### src/rtl/clock_repl_pkg.sv
// Shared types for the clock page replacement selector.
// Assumes nothing beyond a two-state sweep controller.
package clock_repl_pkg;

    typedef enum logic {
        SWEEP_IDLE = 1'b0,
        SWEEP_SCAN = 1'b1
    } sweep_state_t;

endpackage

### src/rtl/crs_idx_decode.sv
// Index-to-one-hot decoder with enable.
// Assumes idx < NUM_FRAMES whenever en is high; out-of-range indices decode to zero.
module crs_idx_decode #(
    parameter int NUM_FRAMES = 16,
    parameter int IDX_W      = $clog2(NUM_FRAMES)
) (
    input  logic                  en,
    input  logic [IDX_W-1:0]      idx,
    output logic [NUM_FRAMES-1:0] onehot
);

    genvar g;
    generate
        for (g = 0; g < NUM_FRAMES; g++) begin : g_dec
            // One output line per frame, high when enabled and selected.
            assign onehot[g] = en && (idx == IDX_W'(g));
        end
    endgenerate

endmodule

### src/rtl/crs_frame_bank.sv
// Per-frame use and lock bit storage.
// A set request on a frame's use bit overrides a clear request in the same cycle.
// Lock bits change only through the one-hot lock write vector.
module crs_frame_bank #(
    parameter int NUM_FRAMES = 16
) (
    input  logic                  clk,
    input  logic                  rst_n,
    input  logic [NUM_FRAMES-1:0] use_set,
    input  logic [NUM_FRAMES-1:0] use_clr,
    input  logic [NUM_FRAMES-1:0] lock_we,
    input  logic                  lock_val,
    output logic [NUM_FRAMES-1:0] use_bits,
    output logic [NUM_FRAMES-1:0] lock_bits
);

    genvar g;
    generate
        for (g = 0; g < NUM_FRAMES; g++) begin : g_frame
            // Use bit: set has priority over the sweep's clear.
            always_ff @(posedge clk) begin
                if (!rst_n)
                    use_bits[g] <= 1'b0;
                else if (use_set[g])
                    use_bits[g] <= 1'b1;
                else if (use_clr[g])
                    use_bits[g] <= 1'b0;
            end

            // Lock bit: written only by an explicit lock write.
            always_ff @(posedge clk) begin
                if (!rst_n)
                    lock_bits[g] <= 1'b0;
                else if (lock_we[g])
                    lock_bits[g] <= lock_val;
            end
        end
    endgenerate

endmodule

### src/rtl/crs_sweep_ctrl.sv
// Clock hand and search controller.
// Examines one frame per cycle while scanning. The examined frame's use and lock
// bits arrive combinationally from the frame bank. A search is bounded by
// 2*NUM_FRAMES examinations; requests that arrive while scanning are ignored.
module crs_sweep_ctrl
    import clock_repl_pkg::*;
#(
    parameter int NUM_FRAMES = 16,
    parameter int IDX_W      = $clog2(NUM_FRAMES)
) (
    input  logic             clk,
    input  logic             rst_n,
    input  logic             start,
    input  logic             hand_use,
    input  logic             hand_lock,
    output logic [IDX_W-1:0] hand,
    output logic             clr_hand,
    output logic             done,
    output logic             none_found,
    output logic [IDX_W-1:0] victim
);

    localparam int MAX_STEPS = 2 * NUM_FRAMES;
    localparam int STEP_W    = $clog2(MAX_STEPS);
    localparam logic [STEP_W-1:0] LAST_STEP = STEP_W'(MAX_STEPS - 1);
    localparam logic [IDX_W-1:0]  LAST_IDX  = IDX_W'(NUM_FRAMES - 1);

    sweep_state_t      state;
    logic [STEP_W-1:0] steps;
    logic [IDX_W-1:0]  hand_nxt;
    logic              scanning;
    logic              hit;
    logic              exhausted;

    // Decode what this cycle's examination of the hand frame yields.
    always_comb begin
        scanning  = (state == SWEEP_SCAN);
        hit       = scanning && !hand_lock && !hand_use;
        clr_hand  = scanning && !hand_lock && hand_use;
        exhausted = scanning && !hit && (steps == LAST_STEP);
        hand_nxt  = (hand == LAST_IDX) ? '0 : hand + 1'b1;
    end

    // Search state, hand position, step counter and result registers.
    always_ff @(posedge clk) begin
        if (!rst_n) begin
            state      <= SWEEP_IDLE;
            hand       <= '0;
            steps      <= '0;
            done       <= 1'b0;
            none_found <= 1'b0;
            victim     <= '0;
        end else begin
            done       <= 1'b0;
            none_found <= 1'b0;
            case (state)
                SWEEP_IDLE: begin
                    if (start) begin
                        state <= SWEEP_SCAN;
                        steps <= '0;
                    end
                end
                SWEEP_SCAN: begin
                    hand  <= hand_nxt;
                    steps <= steps + 1'b1;
                    if (hit) begin
                        done   <= 1'b1;
                        victim <= hand;
                        state  <= SWEEP_IDLE;
                    end else if (exhausted) begin
                        done       <= 1'b1;
                        none_found <= 1'b1;
                        state      <= SWEEP_IDLE;
                    end
                end
                default: state <= SWEEP_IDLE;
            endcase
        end
    end

endmodule

### src/rtl/clock_repl_selector.sv
// Top of the clock page replacement selector.
// Decodes reference, load, lock and sweep-clear requests into per-frame strobes,
// keeps the frame bits and runs the clock hand. Index inputs must be below NUM_FRAMES.
module clock_repl_selector #(
    parameter int NUM_FRAMES = 16,
    parameter int IDX_W      = $clog2(NUM_FRAMES)
) (
    input  logic             clk,
    input  logic             rst_n,
    input  logic             ref_valid,
    input  logic [IDX_W-1:0] ref_frame,
    input  logic             load_valid,
    input  logic [IDX_W-1:0] load_frame,
    input  logic             lock_wr,
    input  logic [IDX_W-1:0] lock_frame,
    input  logic             lock_set,
    input  logic             repl_req,
    output logic             victim_done,
    output logic [IDX_W-1:0] victim_frame,
    output logic             no_victim
);

    logic [NUM_FRAMES-1:0] ref_hot;
    logic [NUM_FRAMES-1:0] load_hot;
    logic [NUM_FRAMES-1:0] clr_hot;
    logic [NUM_FRAMES-1:0] lock_hot;
    logic [NUM_FRAMES-1:0] use_set;
    logic [NUM_FRAMES-1:0] use_vec;
    logic [NUM_FRAMES-1:0] lock_vec;
    logic [IDX_W-1:0]      hand;
    logic                  clr_hand;
    logic                  hand_use;
    logic                  hand_lock;

    crs_idx_decode #(.NUM_FRAMES(NUM_FRAMES), .IDX_W(IDX_W)) u_dec_ref (
        .en(ref_valid), .idx(ref_frame), .onehot(ref_hot));

    crs_idx_decode #(.NUM_FRAMES(NUM_FRAMES), .IDX_W(IDX_W)) u_dec_load (
        .en(load_valid), .idx(load_frame), .onehot(load_hot));

    crs_idx_decode #(.NUM_FRAMES(NUM_FRAMES), .IDX_W(IDX_W)) u_dec_clr (
        .en(clr_hand), .idx(hand), .onehot(clr_hot));

    crs_idx_decode #(.NUM_FRAMES(NUM_FRAMES), .IDX_W(IDX_W)) u_dec_lock (
        .en(lock_wr), .idx(lock_frame), .onehot(lock_hot));

    // Merge the two use-bit set sources and select the frame under the hand.
    always_comb begin
        use_set   = ref_hot | load_hot;
        hand_use  = use_vec[hand];
        hand_lock = lock_vec[hand];
    end

    crs_frame_bank #(.NUM_FRAMES(NUM_FRAMES)) u_bank (
        .clk(clk), .rst_n(rst_n),
        .use_set(use_set), .use_clr(clr_hot),
        .lock_we(lock_hot), .lock_val(lock_set),
        .use_bits(use_vec), .lock_bits(lock_vec));

    crs_sweep_ctrl #(.NUM_FRAMES(NUM_FRAMES), .IDX_W(IDX_W)) u_ctrl (
        .clk(clk), .rst_n(rst_n), .start(repl_req),
        .hand_use(hand_use), .hand_lock(hand_lock),
        .hand(hand), .clr_hand(clr_hand),
        .done(victim_done), .none_found(no_victim), .victim(victim_frame));

endmodule

### config.mk
export PLATFORM = sky130hd
export DESIGN_NAME = clock_repl_selector
export DESIGN_NICKNAME = d
export VERILOG_FILES = /design/src/rtl/clock_repl_pkg.sv /design/src/rtl/crs_idx_decode.sv /design/src/rtl/crs_frame_bank.sv /design/src/rtl/crs_sweep_ctrl.sv /design/src/rtl/clock_repl_selector.sv
export SDC_FILE = /design/constraint.sdc
export NUM_CORES = 1
export LEC_CHECK = 0
export ABC_AREA = 1
export BUFFER_PORTS_ARGS = -buffer_cell sky130_fd_sc_hd__buf_4
export CORE_UTILIZATION = 55
export DETAILED_ROUTE_END_ITERATION = 16
export PLACE_DENSITY = 0.74
export SLEW_MARGIN = 20
export SYNTH_ARGS = -nofsm -noshare
export SYNTH_HDL_FRONTEND = slang
export SYNTH_SLANG_ARGS = --single-unit
export TNS_END_PERCENT = 1
### constraint.sdc
create_clock -name clk -period 2.4 [get_ports clk]
set_input_delay 0.48 -clock clk [delete_from_list [all_inputs] [get_ports clk]]
set_output_delay 0.48 -clock clk [all_outputs]
set_load 0.03 [all_outputs]
==> metrics.cfg, run 1 <==
[clock_tree]
ctsResizeCount = 0
cts_buffers = 5
clk_latency_ns = 0.30
clockRootBuffer = clkbuf_8
cts.clk_slew.worst_paths_ns = 0.09
postCtsSetupRepairBufs = 0
hold_buffers = 0
cts_tree = built
cts_max_level = 2
cts.sinks = 48
clk_path_buf_depth = 2

[sta]
final_max_slew_viol_count = 0
rsz0062_at_grt = no
finalHoldViolCount = 0
fin_crit_sh_pct = 80.1
finalSetupViolCount = 0
finalWorstPathRequiredPeriod_ns = 1.92
worst_pin_slew_ns = 0.749
fmax_ghz = 0.520
fin_tns_setup_ns = 0
fin_skew_ns = 0.00760
relSlewSlack_pct = 50.0

[flow_run]
cap_viol_max_count = 0

[cells_and_area]
nets = 471
synthToLayoutAreaGrowth_pct = 11.4
drive_gt1_share_pct = 15.7
final_core_util_pct = 65.3
diodes = 0

[synth]
syn_nets = 449
synth-seq-cells = 48
yosysTopAreaCellShare_pct = 33.8
yosysTopAreaCell = dfxtp_1
synthDistinctLibCells = 33
synth_edf_count = 0
synth_warnings = 0
netlist_instances = 424
seq_area_frac_synth_pct = 33.8
avgSynthCellArea_um2 = 6.70
ys.flop_type = dfxtp_1
synthArstFlopShare_pct = 0
synth_area_leaders = dfxtp_1, nand2_1, inv_1, nor2_1, nand3_1
synth_area_mm2 = 0.00284

[global_routing]
antenna_found_initial = 0
grt_overflow = 0
grt_pass1_vias = 2488
grt_pass1_wl_um = 11000
grt_usage_pct = 25.7
grt_max_degree = 38

[power_and_ir_drop]
clockPowerShare_pct = 34.3
pwr-share-comb_pct = 19.5
internal_power_uw = 1310
swShare_pct = 29.3
p_total_uw = 1860
irDropWorstVdd_mv = 0.284
power_frac_seq_pct = 46.2
leakage_uw = 0.00134
power_switching_uw = 545
cellPowerDensity_mw_per_mm2 = 586

[routing]
drt_iter0_drc = 167
ant_nets = 0
post-route-drc-count = 0
first_pass_iters = 4
dr_wl_met2_um = 2980
vias = 2748
routed.top_layer = met4
vias_per_cell = 5.35
wl_um = 6470
wl_per_cell_um = 12.6
wl_met3_um = 301
met1_length_um = 3100

[setup_path]
crit_required_ns = 2.61
end_kind = flip-flop
startpoint_type = flip-flop
critPathKind = reg -> reg
path_max_fanout = 17
critical_path_arrival_ns = 2.13

[die]
die_x_um = 73.9
die_height_um = 73.9
start_util_pct = 58.6
rows = 25
coreArea_mm2 = 0.00485
dieArea_mm2 = 0.00546
io_pins = 25

[worst_hold_path]
hp-class = in -> reg

[placed_design]
hpwlAfterDp_um = 4780
gp_congestion = 0.828
port_buffers = 24

[run_status]
status = completed

-- synth_stat cells, types with 3 or more instances --
cell type,count
a21oi_1,28
a21oi_2,10
a22oi_1,13
a32oi_1,3
clkbuf_1,5
dfxtp_1,48
ha_1,6
inv_1,59
inv_2,6
nand2_1,94
nand2_2,3
nand3_1,37
nand3_2,10
nor2_1,53
nor3_1,9
o21ai_0,16
o21ai_1,6
-- power by group through the flow --
stage | sequential, µW | clock [µW] | combinational [µW]
CTS | 859 | 644 | 361
global route | 863 | 672 | 404
global placement | 876 | 0 | 353
detailed placement | 877 | 0 | 359
floorplan | 883 | 0 | 263
finish | 858 | 637 | 362
-- worst paths after layout --
| check | start | end | slack [ns] | cells after the start |
|---|---|---|---|---|
| max | u_ctrl.hand[1]$_SDFFE_PN0P_ | u_ctrl.victim[2]$_SDFFE_PN0P_ | 0.48 | 9 |
| min | repl_req | u_ctrl.steps[2]$_SDFFE_PN0P_ | 0.45 | 4 |
| max reg2reg | u_ctrl.hand[1]$_SDFFE_PN0P_ | u_ctrl.victim[2]$_SDFFE_PN0P_ | 0.48 | 9 |
| min reg2reg | u_bank.lock_bits[0]$_SDFFE_PN0P_ | u_bank.lock_bits[0]$_SDFFE_PN0P_ | 0.46 | 2 |
-- final cells by class --
type	count	area (µm²)
repair buffers	28	210
flip-flops and latches	48	961
multi-input cells	297	1530
inverters	66	253
fillers	451	1680
clock inverters	1	30.0
clock buffers	7	96.3
well taps	67	83.8
-- cells in the final DEF, fill, tap and decap left out, drive strengths merged --
| cell type | count |
|---|---|
| xor2 | 1 |
| clkbuf | 7 |
| nand2 | 98 |
| a22oi | 13 |
| a32oi | 3 |
| and3 | 1 |
| buf | 28 |
| inv | 65 |
| a22o | 1 |
| a21oi | 38 |
| o22ai | 1 |
| nor3 | 10 |
| dfxtp | 48 |
| bufinv | 1 |
| ha | 6 |
| clkinv | 1 |
| o21ai | 22 |
| nor2 | 54 |
| nand4 | 1 |
| nand3 | 48 |
-- state kept, by name, indices dropped and copies added (netlist names) --
| register | count |
|---|---|
| u_ctrl.done | 1 |
| u_ctrl.victim | 4 |
| u_ctrl.none_found | 1 |
| u_ctrl.hand | 4 |
| u_bank.use_bits | 16 |
| u_ctrl.scanning | 1 |
| u_bank.lock_bits | 16 |
| u_ctrl.steps | 5 |
-- per-layer routing --
layer	vias up	track usage, %
met5	-	0
met4	0	6.84
met3	9	4.39
met2	67	42.7
met1	1262	34.3
li1	1410	-
-- metrics by stage --
stage                     instances  hold slack (ns)  worst slack (ns)  area (µm²)
after floorplan                 424            0.430             0.846        2840
after global placement          506            0.449             0.539        3040
after detailed placement        506            0.453             0.494        3040
after CTS                       514            0.449             0.472        3170
after global routing            514            0.454             0.336        3170
final                           514            0.450             0.477        3170
-- kinds of logic after synthesis --
logic type / share of synthesized area (%)
xor+xnor: 0.308
buf+inv: 12.3
fa+ha+maj: 2.64
compound gates: 16.8
flops: 33.8
simple gates: 34.2
-- critical path: stages, from the launching register on --
cell     delay [ns]
dfxtp_1        0.63
inv_2          0.20
nand3_1        0.13
nand2_1        0.07
nand2_2        0.07
nand3_4        0.08
nor2_8         0.32
nand2_4        0.14
o21ai_1        0.14
nor2_1         0.05
(Power assumes the default switching activity.)
==> run 2: changes to the inputs <==
--- a/config.mk
+++ b/config.mk
@@ -7,9 +7,9 @@
 export LEC_CHECK = 0
 export ABC_AREA = 1
 export BUFFER_PORTS_ARGS = -buffer_cell sky130_fd_sc_hd__buf_4
-export CORE_UTILIZATION = 55
+export CORE_UTILIZATION = 54
 export DETAILED_ROUTE_END_ITERATION = 16
-export PLACE_DENSITY = 0.74
+export PLACE_DENSITY = 0.76
 export SLEW_MARGIN = 20
 export SYNTH_ARGS = -nofsm -noshare
 export SYNTH_HDL_FRONTEND = slang
==> constraint.sdc (replaced) <==
create_clock -name clk -period 1.6 [get_ports clk]
set_input_delay 0.32 -clock clk [delete_from_list [all_inputs] [get_ports clk]]
set_output_delay 0.32 -clock clk [all_outputs]
set_load 0.03 [all_outputs]
==> run 2 against run 1 <==
  * Clock-buffer cell count fell by 2
  * First-iteration DRC count up 26%
  * Combinational power rose by 98%
  * Global-route usage increased by 0.23 points
  * Register-to-register slack got worse by 0.45 ns
  * Sequential power rose by 50%
  * Fmax grew 22%
  * Critical path type unchanged
==> metrics.cfg, run 2 (synthesized netlist as in run 1, its figures left out) <==
[routing]
wl_um = 7090  ; was 6470 µm
vias = 2874  ; was 2,748
drt_iter0_drc = 211  ; was 167
post-route-drc-count = 0  ; unchanged
ant_nets = 0  ; unchanged
wl_per_cell_um = 13.3  ; was 12.6 µm
first_pass_iters = 6  ; was 4
vias_per_cell = 5.40  ; was 5.35

[clock_tree]
cts_max_level = 2  ; unchanged
cts_buffers = 5  ; unchanged
clk_path_buf_depth = 2  ; unchanged
hold_buffers = 0  ; unchanged
cts_tree = built  ; unchanged
clockRootBuffer = clkbuf_8  ; unchanged
clk_latency_ns = 0.32  ; was 0.30 ns
cts.sinks = 48  ; unchanged
cts.clk_slew.worst_paths_ns = 0.10  ; was 0.09 ns

[placed_design]
dpl.cell_count = 520  ; was 506
port_buffers = 24  ; unchanged
hpwlAfterDp_um = 4810  ; was 4780 µm
dp_slack_ns = -0.00795  ; was 0.494 ns
gp_congestion = 0.842  ; was 0.828

[power_and_ir_drop]
clockPowerShare_pct = 31.4  ; was 34.3%
cellPowerDensity_mw_per_mm2 = 839  ; was 586 mW/mm²
leakage_uw = 0.00144  ; was 0.00134 µW
internal_power_uw = 2000  ; was 1310 µW
power_switching_uw = 923  ; was 545 µW
swShare_pct = 31.6  ; was 29.3%
pwr-share-comb_pct = 24.5  ; was 19.5%
power_frac_seq_pct = 44.1  ; was 46.2%
irDropWorstVdd_mv = 0.560  ; was 0.284 mV

[sta]
fmax_ghz = 0.635  ; was 0.520 GHz
worst_pin_slew_ns = 0.490  ; was 0.749 ns
fin_tns_setup_ns = 0  ; unchanged
setup_ws_ns = 0.0259  ; was 0.477 ns
final_max_slew_viol_count = 0  ; unchanged
fin_crit_sh_pct = 98.4  ; was 80.1%
finalWorstPathRequiredPeriod_ns = 1.57  ; was 1.92 ns
fin_skew_ns = 0.00898  ; was 0.00760 ns
rsz0062_at_grt = yes  ; was no
finalSetupViolCount = 0  ; unchanged
finalHoldViolCount = 0  ; unchanged
relSlewSlack_pct = 67.1  ; was 50.0%

[cells_and_area]
nets = 486  ; was 471
instances_no_fill = 532  ; was 514
final_common_cell = nand2_1  ; unchanged
final_cell_mix = nand2_1, inv_1, nor2_1  ; unchanged
synthToLayoutAreaGrowth_pct = 22.4  ; was 11.4%
top_regs = u_bank.lock_bits: 16 flops, u_bank.use_bits: 16 flops, u_ctrl.steps: 5 flops  ; unchanged
drive_gt1_share_pct = 24.0  ; was 15.7%
diodes = 0  ; unchanged
fillers = 436  ; was 451

[global_routing]
grt_max_degree = 29  ; was 38
antenna_found_initial = 0  ; unchanged
grt_pass1_wl_um = 11000  ; about the same
grt_overflow = 0  ; unchanged
grt_usage_pct = 25.9  ; was 25.7%
grt_pass1_vias = 2478  ; was 2,488

[worst_hold_path]
hp-class = in -> reg  ; unchanged

[die]
die_x_um = 74.6  ; was 73.9 µm
io_pins = 25  ; unchanged
rows = 26  ; was 25
coreArea_mm2 = 0.00507  ; was 0.00485 mm²
start_util_pct = 56.0  ; was 58.6%
die_height_um = 74.6  ; was 73.9 µm
dieArea_mm2 = 0.00556  ; was 0.00546 mm²

[setup_path]
startpoint_type = flip-flop  ; unchanged
critPathKind = reg -> reg  ; unchanged
crit_required_ns = 1.85  ; was 2.61 ns
path_max_fanout = 8  ; was 17
end_kind = flip-flop  ; unchanged
critical_path_arrival_ns = 1.83  ; was 2.13 ns

[run_status]
status = completed  ; unchanged

[flow_run]
cap_viol_max_count = 0  ; unchanged

## run 2: changes by cell type in the layout (fill, tap and decap cells not counted), moves of 7 or more
cell / change
nand2_2: +11
nand3_1: -9
nand2_1: -12
nand3_2: +7
buf_4: +7
## run 2: per-stage QoR
step / util [%] / power [µW] / cell area (µm²) / hold WS [ns]
global route: 68.6 / 3050 / 3480 / 0.290
global placement: 62.4 / 1900 / 3160 / 0.449
finish: 68.6 / 2920 / 3480 / 0.270
CTS: 64.7 / 2820 / 3280 / 0.266
floorplan: - / 1720 / 2840 / 0.430
detailed placement: 62.4 / 1910 / 3160 / 0.452
## run 2: power by group through the flow
stage / clock (µW) / combinational, µW / sequential (µW)
floorplan: 0 / 394 / 1330
global placement: 0 / 593 / 1300
detailed placement: 0 / 601 / 1310
CTS: 928 / 609 / 1280
global route: 969 / 784 / 1290
finish: 916 / 716 / 1290
## run 2: worst paths after layout
check / start / to / depth (start not counted) / slack, ns
hold reg to reg: u_bank.use_bits[4]$_SDFFE_PN0P_ / u_bank.use_bits[4]$_SDFFE_PN0P_ / 2 / 0.46
setup / recovery: u_ctrl.hand[0]$_SDFFE_PN0P_ / u_bank.use_bits[5]$_SDFFE_PN0P_ / 12 / 0.03
setup reg to reg: u_ctrl.hand[0]$_SDFFE_PN0P_ / u_bank.use_bits[5]$_SDFFE_PN0P_ / 12 / 0.03
hold / removal: repl_req / u_ctrl.scanning$_SDFF_PN0_ / 3 / 0.27
## run 2: metal layers
layer,up-vias,part of all wire [%],GRT usage [%]
li1,1443,-,-
met1,1324,45,35.1
met2,95,48,42.5
met3,12,5.4,4.07
met4,0,1.4,7.97
met5,-,0,0
## run 2: what timing repair did
action,in CTS,in global routing
gates cloned,0,3
buffers inserted,0,1
gates resized for setup,3,36
pin swaps,0,17
endpoints found under the setup margin,20,21
## run 2: critical path: stages (launching register included)
cell       delay, ns
dfxtp_4         0.43
buf_6           0.16
nand2_1         0.07
nand3_1         0.07
nand2_1         0.07
nand2_1         0.10
nand2_2         0.07
inv_2           0.07
nand2_4         0.07
clkbuf_16       0.16
nand3_2         0.07
nand2_1         0.06
a21oi_2         0.11
## run 2: cell type report
type                    instances  area (µm²)  area share [%]
repair buffers                 43         407            11.7
clock inverters                 3        46.3            1.33
well taps                      70        87.6            2.52
inverters                      66         263            7.55
flip-flops and latches         48         968            27.8
multi-input cells             297        1640            47.1
clock buffers                   5        68.8            1.98
